**config.mk**
```make
export PLATFORM = sky130hd
export DESIGN_NAME = idlecmd_seq
export DESIGN_NICKNAME = d
export VERILOG_FILES = /design/src/rtl/idlecmd_pkg.sv /design/src/rtl/idlecmd_memport.sv /design/src/rtl/idlecmd_ticker.sv /design/src/rtl/idlecmd_engine.sv /design/src/rtl/idlecmd_seq.sv
export SDC_FILE = /design/constraint.sdc
export NUM_CORES = 1
export LEC_CHECK = 0
export ABC_AREA = 1
export BUFFER_PORTS_ARGS = -buffer_cell sky130_fd_sc_hd__buf_2
export CAP_MARGIN = 10
export CELL_PAD_IN_SITES_DETAIL_PLACEMENT = 1
export CELL_PAD_IN_SITES_GLOBAL_PLACEMENT = 2
export CORE_MARGIN = 4
export CORE_UTILIZATION = 31
export CTS_BUF_LIST = sky130_fd_sc_hd__clkbuf_4
export DETAILED_ROUTE_END_ITERATION = 10
export PLACE_DENSITY_LB_ADDON = 0.1
export SLEW_MARGIN = 20
export SYNTH_ARGS = -nofsm -noshare
export SYNTH_HDL_FRONTEND = slang
export SYNTH_SLANG_ARGS = --single-unit
```
**constraint.sdc**
```tcl
create_clock -name clk -period 1.54 [get_ports clk]
set_input_delay 0.077 -clock clk [delete_from_list [all_inputs] [get_ports clk]]
set_output_delay 0.077 -clock clk [all_outputs]
set_load 0.03 [all_outputs]
```
**src/rtl/idlecmd_pkg.sv**
```systemverilog
package idlecmd_pkg;
  localparam int WORD_W = 16;
  localparam int ARG_W  = 32;

  typedef enum logic [2:0] {
    E_IDLE, E_CLR, E_ARGLO, E_ARGHI, E_CMD, E_WAIT, E_POLL
  } eng_state_t;

  typedef enum logic [2:0] {
    W_IDLE, W_SINGLE, W_RST_A, W_HOLD, W_RST_B
  } wrap_state_t;
endpackage

```
**src/rtl/idlecmd_memport.sv**
```systemverilog
module idlecmd_memport
  import idlecmd_pkg::*;
#(
  parameter int ADDR_W = 8
) (
  input  logic              clk,
  input  logic              rst,
  input  logic              go,
  input  logic              go_we,
  input  logic [ADDR_W-1:0] go_addr,
  input  logic [WORD_W-1:0] go_wdata,
  output logic              acc_done,
  output logic [WORD_W-1:0] acc_rdata,
  output logic              mem_req,
  output logic              mem_we,
  output logic [ADDR_W-1:0] mem_addr,
  output logic [WORD_W-1:0] mem_wdata,
  input  logic              mem_ack,
  input  logic [WORD_W-1:0] mem_rdata
);
  always_ff @(posedge clk) begin
    if (rst) begin
      mem_req   <= 1'b0;
      mem_we    <= 1'b0;
      mem_addr  <= '0;
      mem_wdata <= '0;
      acc_done  <= 1'b0;
      acc_rdata <= '0;
    end else begin
      acc_done <= 1'b0;
      if (mem_req) begin
        if (mem_ack) begin
          mem_req   <= 1'b0;
          acc_done  <= 1'b1;
          acc_rdata <= mem_rdata;
        end
      end else if (go) begin
        mem_req   <= 1'b1;
        mem_we    <= go_we;
        mem_addr  <= go_addr;
        mem_wdata <= go_wdata;
      end
    end
  end
endmodule

```
**src/rtl/idlecmd_ticker.sv**
```systemverilog
module idlecmd_ticker #(
  parameter int CNT_W = 8
) (
  input  logic             clk,
  input  logic             rst,
  input  logic             load,
  input  logic [CNT_W-1:0] load_val,
  output logic             expire
);
  logic [CNT_W-1:0] cnt;
  logic             active;

  always_ff @(posedge clk) begin
    if (rst) begin
      cnt    <= '0;
      active <= 1'b0;
      expire <= 1'b0;
    end else begin
      expire <= 1'b0;
      if (load) begin
        cnt    <= load_val;
        active <= 1'b1;
      end else if (active) begin
        if (cnt <= CNT_W'(1)) begin
          active <= 1'b0;
          expire <= 1'b1;
        end else begin
          cnt <= cnt - CNT_W'(1);
        end
      end
    end
  end
endmodule

```
**src/rtl/idlecmd_engine.sv**
```systemverilog
module idlecmd_engine
  import idlecmd_pkg::*;
#(
  parameter int ADDR_W     = 8,
  parameter int STAT_ADDR  = 0,
  parameter int ARG_ADDR   = 2,
  parameter int CMD_ADDR   = 4,
  parameter int POLL_LIMIT = 5000000
) (
  input  logic              clk,
  input  logic              rst,
  input  logic              go,
  input  logic [WORD_W-1:0] cmd,
  input  logic [ARG_W-1:0]  arg,
  output logic              acc_go,
  output logic              acc_we,
  output logic [ADDR_W-1:0] acc_addr,
  output logic [WORD_W-1:0] acc_wdata,
  input  logic              acc_done,
  input  logic [WORD_W-1:0] acc_rdata,
  output logic              tmr_load,
  input  logic              tmr_expire,
  output logic              doorbell,
  output logic              fin,
  output logic [WORD_W-1:0] fin_status,
  output logic              fin_tout
);
  localparam int PC_W = $clog2(POLL_LIMIT + 1);
  localparam logic [ADDR_W-1:0] A_STAT   = ADDR_W'(STAT_ADDR);
  localparam logic [ADDR_W-1:0] A_ARG_LO = ADDR_W'(ARG_ADDR);
  localparam logic [ADDR_W-1:0] A_ARG_HI = ADDR_W'(ARG_ADDR + 1);
  localparam logic [ADDR_W-1:0] A_CMD    = ADDR_W'(CMD_ADDR);
  localparam logic [PC_W-1:0]   LAST_POLL = PC_W'(POLL_LIMIT - 1);

  eng_state_t        state;
  logic [WORD_W-1:0] cmd_q;
  logic [ARG_W-1:0]  arg_q;
  logic [PC_W-1:0]   polls;

  always_ff @(posedge clk) begin
    if (rst) begin
      state      <= E_IDLE;
      cmd_q      <= '0;
      arg_q      <= '0;
      polls      <= '0;
      acc_go     <= 1'b0;
      acc_we     <= 1'b0;
      acc_addr   <= '0;
      acc_wdata  <= '0;
      tmr_load   <= 1'b0;
      doorbell   <= 1'b0;
      fin        <= 1'b0;
      fin_status <= '0;
      fin_tout   <= 1'b0;
    end else begin
      acc_go   <= 1'b0;
      tmr_load <= 1'b0;
      doorbell <= 1'b0;
      fin      <= 1'b0;
      unique case (state)
        E_IDLE: if (go) begin
          cmd_q     <= cmd;
          arg_q     <= arg;
          acc_go    <= 1'b1;
          acc_we    <= 1'b1;
          acc_addr  <= A_STAT;
          acc_wdata <= '0;
          state     <= E_CLR;
        end
        E_CLR: if (acc_done) begin
          acc_go    <= 1'b1;
          acc_we    <= 1'b1;
          acc_addr  <= A_ARG_LO;
          acc_wdata <= arg_q[WORD_W-1:0];
          state     <= E_ARGLO;
        end
        E_ARGLO: if (acc_done) begin
          acc_go    <= 1'b1;
          acc_we    <= 1'b1;
          acc_addr  <= A_ARG_HI;
          acc_wdata <= arg_q[ARG_W-1:WORD_W];
          state     <= E_ARGHI;
        end
        E_ARGHI: if (acc_done) begin
          acc_go    <= 1'b1;
          acc_we    <= 1'b1;
          acc_addr  <= A_CMD;
          acc_wdata <= cmd_q;
          state     <= E_CMD;
        end
        E_CMD: if (acc_done) begin
          doorbell <= 1'b1;
          tmr_load <= 1'b1;
          polls    <= '0;
          state    <= E_WAIT;
        end
        E_WAIT: if (tmr_expire) begin
          acc_go   <= 1'b1;
          acc_we   <= 1'b0;
          acc_addr <= A_STAT;
          state    <= E_POLL;
        end
        E_POLL: if (acc_done) begin
          if (acc_rdata != '0) begin
            fin        <= 1'b1;
            fin_status <= acc_rdata;
            fin_tout   <= 1'b0;
            state      <= E_IDLE;
          end else if (polls == LAST_POLL) begin
            fin        <= 1'b1;
            fin_status <= '0;
            fin_tout   <= 1'b1;
            state      <= E_IDLE;
          end else begin
            polls    <= polls + PC_W'(1);
            tmr_load <= 1'b1;
            state    <= E_WAIT;
          end
        end
        default: state <= E_IDLE;
      endcase
    end
  end
endmodule

```
**src/rtl/idlecmd_seq.sv**
```systemverilog
module idlecmd_seq
  import idlecmd_pkg::*;
#(
  parameter int          ADDR_W          = 8,
  parameter int          STAT_ADDR       = 0,
  parameter int          ARG_ADDR        = 2,
  parameter int          CMD_ADDR        = 4,
  parameter int          POLL_INTERVAL   = 4000,
  parameter int          POLL_LIMIT      = 5000000,
  parameter int          HOLD_CYCLES     = 20000,
  parameter logic [15:0] RST_BEGIN_CODE  = 16'h0011,
  parameter logic [15:0] RST_FINISH_CODE = 16'h0012,
  parameter logic [15:0] OK_CODE         = 16'h0001
) (
  input  logic              clk,
  input  logic              rst,
  input  logic              start,
  input  logic [15:0]       cmd_in,
  input  logic [31:0]       arg_in,
  input  logic              bus_reset_req,
  output logic              busy,
  output logic              done,
  output logic [15:0]       status_out,
  output logic              timed_out,
  output logic              failed,
  output logic              doorbell,
  output logic              mem_req,
  output logic              mem_we,
  output logic [ADDR_W-1:0] mem_addr,
  output logic [15:0]       mem_wdata,
  input  logic              mem_ack,
  input  logic [15:0]       mem_rdata
);
  localparam int TMR_MAX = (POLL_INTERVAL > HOLD_CYCLES) ? POLL_INTERVAL : HOLD_CYCLES;
  localparam int TMR_W   = $clog2(TMR_MAX + 1);
  localparam logic [TMR_W-1:0] POLL_TV = TMR_W'(POLL_INTERVAL);
  localparam logic [TMR_W-1:0] HOLD_TV = TMR_W'(HOLD_CYCLES);

  wrap_state_t       wstate;
  logic              eng_go;
  logic [WORD_W-1:0] eng_cmd;
  logic [ARG_W-1:0]  eng_arg;
  logic              hold_load;

  logic              acc_go, acc_we, acc_done;
  logic [ADDR_W-1:0] acc_addr;
  logic [WORD_W-1:0] acc_wdata, acc_rdata;
  logic              eng_tload, tmr_load, tmr_expire;
  logic [TMR_W-1:0]  tmr_val;
  logic              fin, fin_tout;
  logic [WORD_W-1:0] fin_status;
  logic              fin_bad;

  assign tmr_load = eng_tload | hold_load;
  assign tmr_val  = hold_load ? HOLD_TV : POLL_TV;
  assign fin_bad  = fin_tout || (fin_status != OK_CODE);

  idlecmd_engine #(
    .ADDR_W(ADDR_W), .STAT_ADDR(STAT_ADDR), .ARG_ADDR(ARG_ADDR),
    .CMD_ADDR(CMD_ADDR), .POLL_LIMIT(POLL_LIMIT)
  ) u_engine (
    .clk(clk), .rst(rst), .go(eng_go), .cmd(eng_cmd), .arg(eng_arg),
    .acc_go(acc_go), .acc_we(acc_we), .acc_addr(acc_addr), .acc_wdata(acc_wdata),
    .acc_done(acc_done), .acc_rdata(acc_rdata),
    .tmr_load(eng_tload), .tmr_expire(tmr_expire), .doorbell(doorbell),
    .fin(fin), .fin_status(fin_status), .fin_tout(fin_tout)
  );

  idlecmd_memport #(.ADDR_W(ADDR_W)) u_memport (
    .clk(clk), .rst(rst), .go(acc_go), .go_we(acc_we), .go_addr(acc_addr),
    .go_wdata(acc_wdata), .acc_done(acc_done), .acc_rdata(acc_rdata),
    .mem_req(mem_req), .mem_we(mem_we), .mem_addr(mem_addr),
    .mem_wdata(mem_wdata), .mem_ack(mem_ack), .mem_rdata(mem_rdata)
  );

  idlecmd_ticker #(.CNT_W(TMR_W)) u_ticker (
    .clk(clk), .rst(rst), .load(tmr_load), .load_val(tmr_val), .expire(tmr_expire)
  );

  always_ff @(posedge clk) begin
    if (rst) begin
      wstate     <= W_IDLE;
      eng_go     <= 1'b0;
      eng_cmd    <= '0;
      eng_arg    <= '0;
      hold_load  <= 1'b0;
      busy       <= 1'b0;
      done       <= 1'b0;
      status_out <= '0;
      timed_out  <= 1'b0;
      failed     <= 1'b0;
    end else begin
      eng_go    <= 1'b0;
      hold_load <= 1'b0;
      done      <= 1'b0;
      unique case (wstate)
        W_IDLE: begin
          if (start) begin
            eng_go  <= 1'b1;
            eng_cmd <= cmd_in;
            eng_arg <= arg_in;
            busy    <= 1'b1;
            wstate  <= W_SINGLE;
          end else if (bus_reset_req) begin
            eng_go  <= 1'b1;
            eng_cmd <= RST_BEGIN_CODE;
            eng_arg <= '0;
            busy    <= 1'b1;
            wstate  <= W_RST_A;
          end
        end
        W_SINGLE: if (fin) begin
          done       <= 1'b1;
          busy       <= 1'b0;
          status_out <= fin_status;
          timed_out  <= fin_tout;
          failed     <= fin_tout;
          wstate     <= W_IDLE;
        end
        W_RST_A: if (fin) begin
          if (fin_bad) begin
            done       <= 1'b1;
            busy       <= 1'b0;
            status_out <= fin_status;
            timed_out  <= fin_tout;
            failed     <= 1'b1;
            wstate     <= W_IDLE;
          end else begin
            hold_load <= 1'b1;
            wstate    <= W_HOLD;
          end
        end
        W_HOLD: if (tmr_expire) begin
          eng_go  <= 1'b1;
          eng_cmd <= RST_FINISH_CODE;
          eng_arg <= '0;
          wstate  <= W_RST_B;
        end
        W_RST_B: if (fin) begin
          done       <= 1'b1;
          busy       <= 1'b0;
          status_out <= fin_status;
          timed_out  <= fin_tout;
          failed     <= fin_bad;
          wstate     <= W_IDLE;
        end
        default: wstate <= W_IDLE;
      endcase
    end
  end
endmodule

```
# Word-level counts from Yosys, hierarchy flattened
# Index checks and enable logic that the tools add are counted.
# Widths: inputs -> output; s select.
[word_totals]
ff_bits = 253
latch_bits = 0
mem_bits_rw = 0
romBits = 0
input_bits = 69
elab_cells = 206
mem_count = 0
[classes]
add_sub_neg = 2
mul = 0
div = 0
magnitude_cmp = 1
n_eq_ne = 30
shifts = 0
muxes = 97
bitwise_logic = 8
reduce_logical = 36
[ops]
columns = ["op", "n"]
rows = [
  ["$mux 16", 12],
  ["$mux 32", 3],
  ["$mux 23", 4],
  ["$pmux 16 s2", 2],
  ["$pmux 16 s4", 1],
  ["$pmux 32 s2", 1],
  ["$mux 15", 4],
  ["$pmux 23 s2", 1],
  ["$mux 3", 14],
  ["$mux 8", 5],
  ["$pmux 8 s5", 1],
  ["$mux 1", 38],
  ["$ne 2x1->1 const B", 12],
  ["$add 23x1->23 const B", 1],
  ["$eq 23x23->1 const B", 1],
  ["$pmux 3 s7", 1],
  ["$reduce_and 5->1", 4],
  ["$ne 16x1->1 const B", 1],
  ["$reduce_bool 16->1", 1],
  ["$le 15x1->1 const B", 1],
  ["$sub 15x1->15 const B", 1],
  ["$eq 3x2->1 const B", 4],
  ["$eq 3x3->1 const B", 4],
  ["$pmux 1 s3", 4],
  ["other kinds (21)", 53],
]

# Logic depth before layout (Yosys ltp)
# Gate-level depths: netlist of the first run.
[logic_depth]
depth_word = 5
ltp_mapped = 12
mapped_depth_nobuf = 11

# Hierarchy
# A second synthesis of the first run with hierarchy kept.
[hier_totals]
cells_unflattened = 1608
area_unflattened_um2 = 11342.1
[modules_own_cells]
columns = ["module", "instances", "cells_per_inst", "area_per_inst_um2", "seq_area_each_um2"]
rows = [
  ["idlecmd_engine", 1, 796, 5429.0, 2302.2],
  ["idlecmd_seq", 1, 374, 2979.1, 1461.4],
  ["idlecmd_memport", 1, 237, 1714.1, 860.8],
  ["idlecmd_ticker", 1, 201, 1219.9, 340.3],
]

# Worst setup path after synthesis of the first run
# No wires, ideal clock.
[synth_timing]
kind = "register -> register"
from = "register u_engine.polls[0]"
to = "register u_engine.fin_status[10]"
arrival_time_ps = 1493
setup_slack_ps = -72
stages_incl_launch_ff = 10
path_cell_list = "dfxtp_1 > ha_1 > nand3_2 > nor2_2 > nand3_2 > nand2_2 > nand2_1 > buf_2 > o21ai_1 > a21oi_1"
[synth_between]
elab_chain_cells = 3
[synth_lines]
columns = ["item", "line", "rtl"]
rows = [
  ["start, declared", "idlecmd_engine.sv:38", "logic [PC_W-1:0] polls;"],
  ["start signal, assigned", "idlecmd_engine.sv:115", "polls <= polls + PC_W'(1);"],
  ["$eq 23x23->1", "idlecmd_engine.sv:109", "end else if (polls == LAST_POLL) begin"],
  ["$reduce_bool 2->1 (no line)", "n/a", ""],
  ["$reduce_and 3->1 (no line)", "n/a", ""],
  ["end signal, assigned", "idlecmd_engine.sv:106", "fin_status <= acc_rdata;"],
  ["end, declared", "idlecmd_engine.sv:25", "output logic [WORD_W-1:0] fin_status,"],
]
# No other way between the ends.
# A chain may end at the register's enable or synchronous reset.

# Final worst setup path of the first run
[layout_timing]
from = "register u_engine.polls[1]"
to = "register u_engine.polls[14]"
[layout_between]
elab_chain_cells = 5
word_cells_on_any_way = 8
cone_classes = "add/sub (1); eq/ne (2); mux (4); reduce/logical (1)"
[layout_lines]
columns = ["item", "line", "rtl"]
rows = [
  ["$add 23x1->23", "idlecmd_engine.sv:115", ""],
  ["$mux 23", "idlecmd_engine.sv:109", ""],
  ["$mux 23", "idlecmd_engine.sv:104", "if (acc_rdata != '0) begin"],
  ["$mux 23", "idlecmd_engine.sv:103", "E_POLL: if (acc_done) begin"],
  ["$pmux 23 s2", "idlecmd_engine.sv:60", "unique case (state)"],
]
# Several ways; a longest one is shown, not always the timed one. The select of a mux whose other input is x is not followed.

==> out/results.txt, run 1 <==
RSZ-0062 raised after global routing -> true
Die outline height -> 194 um
Final weighted congestion in routability-driven placement -> 0.809
Final-report max-slew violation count -> 0
Standard cell core area -> 0.0338 mm2
Worst hold-check slack -> 0.123 ns
Number of input and output port buffers inserted -> 110
Syn Area/Cell -> 7.19 um2
Most frequent standard cell in the layout excluding fill and tap cells -> nand2_1
Post-Synthesis Cells -> 1485
Run status -> finished, violations left
Sequential fraction of the synthesis area -> 45.6%
Worst clock skew -> 0.0424 ns
Wire length of the first global-routing pass -> 60200 um
CP startpoint kind -> flip-flop
Max-cap viol count -> 0
Fin crit share -> 100%
Number of antenna violations at the first check in global routing -> 2
Antenna Violating Nets Remaining -> 0
Crit path capture type -> flip-flop
Worst path arrival time -> 2.14 ns
Violations in the final reports -> setup timing
Vias in the first global route -> 11627
Initial core utilization -> 31.6%
Leak Pwr -> 6.42 nW
Final nets -> 1898
Max Buffers Root-to-Sink -> 3
DR vias -> 11146
Router iterations before antenna repair -> 4
Clock slew at reported path FFs -> 0.07 ns
All-Layer GR Usage -> 19.4%
Min-delay worst type -> in -> reg
Netlist Area Pre-Place -> 0.0107 mm2
Remaining DRCs -> 0
Post-DR wirelength/cell -> 16.6 um
CTS tree -> yes
Clk Latency, worst-skew pair -> 0.75 ns
Required time of the worst setup path -> 2.13 ns
Largest net degree at the start of global routing -> 47
Master cell of the clock root buffer -> clkbuf_4
Count of synthesis-stage warnings from yosys -> 0
Total routed wirelength -> 38700 um
Final worst-path setup slack -> -0.00258 ns
Number of buffers added by the clock tree synthesis step -> 72
Fmax -> 648 MHz
TritonCTS Sinks -> 243
Count of final setup violators -> 1
Crit Path Max Fanout -> 5
Worst-case setup slack after placement -> -0.124 ns
Fraction of final layout cells sized beyond drive strength 1 -> 35.1%
Kind of critical path -> reg -> reg
Area grow syn2layout -> 45.8%
Die Outline Area -> 0.0375 mm2
Placement row count -> 67
Number of endpoints with negative hold slack in the final report -> 0
Most frequent cells in the layout -> nand2_1 (270), dfxtp_1 (205), nor2_1 (187)
Count of unique library cells instantiated by Yosys -> 41
Pwr per Cell Area -> 1280 mW/mm2
Die boundary width -> 194 um
IR drop worst, VDD -> 659 uV
Filler cell count in the final layout -> 4168
Average via count per standard cell -> 4.78
Total grt overflow -> 0
Synthesized flop and latch total -> 243
1st-iter DRT viols -> 361
Number of top-level pins -> 116
Final Critical Period -> 1.54 ns
Final HPWL from detailed placement -> 26000 um
H-tree Lvls -> 3
[power by group]
group | internal [mW] | switching [mW]
sequential | 6.92 | 0.442
clock | 3.73 | 2.95
combinational | 2.39 | 3.55
[logic make-up after synthesis]
group                      count (synthesis)  synth area share (%)
AOI/OAI and AO/OA                        310                  15.5
xor gates and xnor gates                  11                 0.902
adders and majority gates                  3                 0.352
buffers and inverters                    192                  8.19
DFF                                      243                  45.6
other                                      1                0.0351
and+or+nand+nor                          725                  29.4
[cell usage after synthesis]
cell type	count	area (um2)
nand2_2	8	50.1
a21oi_1	168	841
nand3b_1	2	15.0
buf_4	15	113
xor2_1	10	87.6
nand2_1	306	1150
conb_1	1	3.75
dfxtp_1	243	4860
nand3_2	5	50.1
o21bai_1	4	30.0
inv_1	95	357
nor3_1	4	20.0
o211ai_1	8	60.1
buf_6	8	90.1
nand4_1	9	56.3
clkbuf_1	35	131
buf_2	26	130
o21ai_1	5	25.0
buf_1	1	3.75
nor3b_1	1	7.51
nand3_1	137	686
ha_1	3	37.5
a211oi_2	1	12.5
nor2_8	1	20.0
nor3_4	1	16.3
nand2_4	3	33.8
nor4_1	2	12.5
a31oi_1	2	12.5
nor2_1	228	856
nor2_2	5	31.3
inv_2	10	37.5
nor2_4	6	67.6
a211oi_1	3	22.5
inv_4	2	12.5
o211ai_2	8	100
nand4_2	1	12.5
nand3_4	1	17.5
xnor2_1	1	8.76
o21ai_0	111	556
or2_2	3	18.8
nor3_2	2	20.0
[through the flow]
| step | std cells | setup TNS, ns | util, % | total power [mW] | instance area [um2] |
|---|---|---|---|---|---|
| 6_report | 2333 | -0.00258 | 46.1 | 20.0 | 15600 |
| 5_1_grt | 2333 | -2.97 | 46.1 | 21.3 | 15600 |
| 4_1_cts | 2295 | -0.0443 | 42.4 | 19.4 | 14300 |
| 3_5_place_dp | 2096 | -2.83 | 37.0 | 12.3 | 12500 |
| 3_3_place_gp | 2096 | -0.793 | 37.0 | 12.2 | 12500 |
| 2_1_floorplan | 1489 | 0 | - | 10.4 | 10700 |
[path summary, 6_finish.rpt]
check,cells after the start,slack [ns],to,from
hold reg to reg,2,0.46,u_engine.arg_q[14]$_SDFFE_PP0P_,u_engine.arg_q[14]$_SDFFE_PP0P_
setup reg to reg,9,-0.003,u_engine.polls[14]$_SDFFE_PP0P_,u_engine.polls[1]$_SDFFE_PP0P_
setup / recovery,9,-0.003,u_engine.polls[14]$_SDFFE_PP0P_,u_engine.polls[1]$_SDFFE_PP0P_
hold / removal,4,0.12,eng_cmd[9]$_SDFFE_PP0P_,cmd_in[9]
[worst max-delay path, cell delays in order (launching register included)]
cell     delay (ns)
dfxtp_4        0.37
ha_4           0.14
nand3_2        0.12
nor2_4         0.13
nand3_4        0.12
nand3_4        0.13
nand2_8        0.11
buf_8          0.17
nand3_1        0.07
a21oi_1        0.06
[area by class of cell]
class	instances	area, um2	share of cell area [%]
Sequential cell	243	4950	31.8
Inverter	107	434	2.79
Tap cell	448	561	3.60
Clock inverter	20	160	1.03
Clock buffer	109	818	5.26
Antenna cell	4	10.0	0.0643
Multi-Input combinational cell	1056	5750	37.0
Timing Repair Buffer	346	2880	18.5
[sequential cells by signal (all words and copies together) (netlist names), 3 cells and up]
name,cells
u_ticker.cnt,15
status_out,16
u_engine.arg_q,32
u_engine.polls,23
u_memport.mem_wdata,16
u_engine.acc_addr,3
eng_arg,32
u_memport.mem_addr,3
wstate,3
u_engine.state,3
eng_cmd,16
u_engine.cmd_q,16
u_memport.acc_rdata,16
u_engine.acc_wdata,16
u_engine.fin_status,16
[timing repair]
action / 4_1_cts / 5_1_grt
pin swaps: 5 / 68
gates cloned: 0 / 9
hold buffers: 69 / 0
endpoints found under the hold margin: 157 / 0
setup buffers: 1 / 27
resized for setup: 45 / 274
endpoints found under the setup margin: 85 / 153
[metal layers]
layer  global-route usage (%)  wire length [um]
met3                     4.16              1310
met2                     33.4             19300
met1                     23.6             16800
met5                        0                 0
met4                     8.10              1280
(Power assumes the default switching activity.)
==> run 2: changes to the inputs <==
- CAP_MARGIN: 10 -> 30
- CELL_PAD_IN_SITES_DETAIL_PLACEMENT: 1 -> not set
- CELL_PAD_IN_SITES_GLOBAL_PLACEMENT: 2 -> not set
- CORE_UTILIZATION: 31 -> 44
- PLACE_DENSITY: not set -> 0.65
- PLACE_DENSITY_LB_ADDON: 0.1 -> not set
==> run 2 against run 1 <==
The flow still finishes with violations (setup timing). Die area is 28% lower. First-iteration DRC count is 120% higher. Via count down 4.0%. Critical endpoint is now u_engine.polls[7]$_SDFFE_PP0P_.
==> out/results.txt, run 2 (synthesis gave the netlist of run 1 again) <==
Min-delay worst type -> in -> reg
Kind of critical path -> reg -> reg
Leak Pwr -> 5.99 nW (-6.7%)
Delay contributed by the slowest stage of the critical path -> 0.37 ns (about the same)
Combinational share of power -> 27.9% (-1.8 points)
Wire length of the first global-routing pass -> 49200 um (-18%)
Critical path buffers and inverters -> 1 (unchanged)
Final Util -> 60.5% (+14 points)
Required time of the worst setup path -> 2.02 ns (-0.11 ns)
Fmax -> 641 MHz (-1.1%)
Router iterations before antenna repair -> 5 (+1)
CP startpoint kind -> flip-flop
Die outline height -> 164 um (-15%)
Count of final setup violators -> 7 (+6)
DR vias -> 10703 (-4.0%)
TritonCTS Sinks -> 243 (unchanged)
RSZ-0062 raised after global routing -> true
Violations in the final reports -> setup timing
Fin crit share -> 101% (+1.1 points)
Final-report max-slew violation count -> 0 (unchanged)
Final Critical Period -> 1.56 ns (+0.0165 ns)
Initial core utilization -> 45.1% (+13 points)
Most frequent cells in the layout -> nand2_1 (287), dfxtp_1 (208), nor2_1 (202)
Chain of cells forming the critical path -> ha_4 > nand3_2 > nor2_2 > nand3_4 > nand3_2 > nand2_4 > buf_12 > nand3_1 > a21oi_2
Worst-case setup slack after placement -> -0.0469 ns (+0.0767 ns)
Worst clock skew -> 0.0512 ns (+0.00881 ns)
Largest registers in the final layout -> eng_arg x32, u_engine.arg_q x32, u_engine.polls x23
Total grt overflow -> 0 (unchanged)
Die Outline Area -> 0.0268 mm2 (-28%)
Clk network pwr share -> 32.4% (-1.0 points)
IR drop worst, VDD -> 727 uV (+10%)
Number of buffers added by the clock tree synthesis step -> 68 (-5.6%)
Number of top-level pins -> 116 (unchanged)
Total routed wirelength -> 30800 um (-20%)
Pwr per Cell Area -> 1290 mW/mm2 (+0.29%)
Switching power of the nets -> 6.16 mW (-11%)
Most repeated library cell on the critical path -> nand3_2
All-Layer GR Usage -> 22.1% (+2.7 points)
Remaining DRCs -> 0 (unchanged)
Largest net degree at the start of global routing -> 91 (+94%)
CTS tree -> yes
Final weighted congestion in routability-driven placement -> 0.879 (+8.6%)
Top routing layer in use -> met4
Run status -> finished, violations left
Crit Path Max Fanout -> 12 (+7)
Worst-margin pin slew -> 0.602 ns
Worst path arrival time -> 2.04 ns (-0.10 ns)
Final HPWL from detailed placement -> 20100 um (-23%)
Final worst-path setup slack -> -0.0190 ns (-0.0165 ns)
Master cell of the clock root buffer -> clkbuf_4
Critical path's top delay family -> simple AND/OR/NAND/NOR gates
Most frequent standard cell in the layout excluding fill and tap cells -> nand2_1
Die boundary width -> 164 um (-15%)
Final nets -> 1832 (-3.5%)
Worst rel slew slack -> 59.8%
Clock slew at reported path FFs -> 0.06 ns (about the same)
Fraction of final layout cells sized beyond drive strength 1 -> 27.8% (-7.2 points)
Average via count per standard cell -> 5.05 (+5.7%)
Total power after layout -> 18.4 mW (-7.6%)
Placement row count -> 56 (-16%)
H-tree Lvls -> 3 (unchanged)
Filler cell count in the final layout -> 2131 (-49%)
Area grow syn2layout -> 34.3%
Max Buffers Root-to-Sink -> 3 (unchanged)
Number of input and output port buffers inserted -> 110 (unchanged)
Post-DR wirelength/cell -> 14.5 um (-12%)
Antenna Violating Nets Remaining -> 0 (unchanged)
Switching share of power -> 33.4% (-1.3 points)
Number of antenna violations at the first check in global routing -> 1 (-1)
1st-iter DRT viols -> 787 (+120%)
Standard cell core area -> 0.0237 mm2 (-30%)
Max-cap viol count -> 0 (unchanged)
Number of endpoints with negative hold slack in the final report -> 0 (unchanged)
Sequential cell fraction of total power -> 39.7% (+2.8 points)
Met2 Routed Length -> 14400 um (-25%)
Total length of routed met3 wires -> 1830 um (+40%)
Met1 wire length -> 13900 um (-17%)
Crit path capture type -> flip-flop
Critical Path Slowest Stage Cell -> dfxtp_2
Reg-to-reg setup timing slack -> -0.02 ns (-0.02 ns)
Vias in the first global route -> 10225 (-12%)
Clk Latency, worst-skew pair -> 0.65 ns (-0.10 ns)
Internal power -> 12.3 mW (-5.8%)
==> run 2: path summary, 6_finish.rpt <==
check                                                    start                                   end  cells past startpoint
worst max register to register  u_engine.polls[1]$_SDFFE_PP0P_        u_engine.polls[7]$_SDFFE_PP0P_                      9
worst max-delay path            u_engine.polls[1]$_SDFFE_PP0P_        u_engine.polls[7]$_SDFFE_PP0P_                      9
worst min register to register  u_engine.fin_tout$_SDFFE_PP0P_                  hold_load$_SDFF_PP0_                      1
worst min-delay path                             mem_rdata[13]  u_memport.acc_rdata[13]$_SDFFE_PP0P_                      4
==> run 2: what timing repair did <==
action | 4_1_cts | 5_1_grt
hold buffers | 68 | 0
resized for setup | 18 | 167
pin swaps | 4 | 30
gates cloned | 1 | 5
setup buffers | 2 | 14
hold endpoints to repair | 128 | 0
setup endpoints to repair | 16 | 141
==> run 2: layout make-up <==
| cell class | count | area [um2] | area share [%] |
|---|---|---|---|
| Clock buffer | 97 | 728 | 5.08 |
| Tap cell | 319 | 399 | 2.78 |
| Antenna cell | 1 | 2.50 | 0.0175 |
| Timing Repair Buffer | 286 | 2370 | 16.5 |
| Clock inverter | 12 | 133 | 0.925 |
| Inverter | 107 | 417 | 2.91 |
| Multi-Input combinational cell | 1054 | 5380 | 37.5 |
| Sequential cell | 243 | 4910 | 34.3 |
==> run 2: stage by stage <==
stage	setup TNS [ns]	instance area, um2	hold WS, ns	instances
final	-0.0462	14300	0.184	2119
after global routing	-2.24	14300	0.151	2119
after CTS	-0.0176	13600	0.128	2099
after detailed placement	-0.383	12000	0.294	1919
after global placement	-0.00181	12000	0.286	1919
after floorplan	0	10700	0.190	1489
==> run 2: per-layer routing <==
metal,up-vias,global-route usage [%]
met5,-,0
met4,0,7.40
met3,55,4.57
met2,331,35.6
met1,4896,29.8
li1,5421,-
==> run 2: worst register-to-register path, stage by stage (launching register included) <==
cell and delay (ns):
dfxtp_2 0.37, ha_4 0.15, nand3_2 0.11, nor2_2 0.17, nand3_4 0.14, nand3_2 0.12
nand2_4 0.08, buf_12 0.15, nand3_1 0.09, a21oi_2 0.06
==> run 2: power by group through the flow <==
stage	sequential (mW)	clock [mW]	combinational, mW
final	7.33	5.97	5.15
after global routing	7.39	6.51	5.68
after CTS	7.28	6.14	4.51
after detailed placement	7.42	0	4.27
after global placement	7.41	0	4.24
after floorplan	7.50	0	2.86
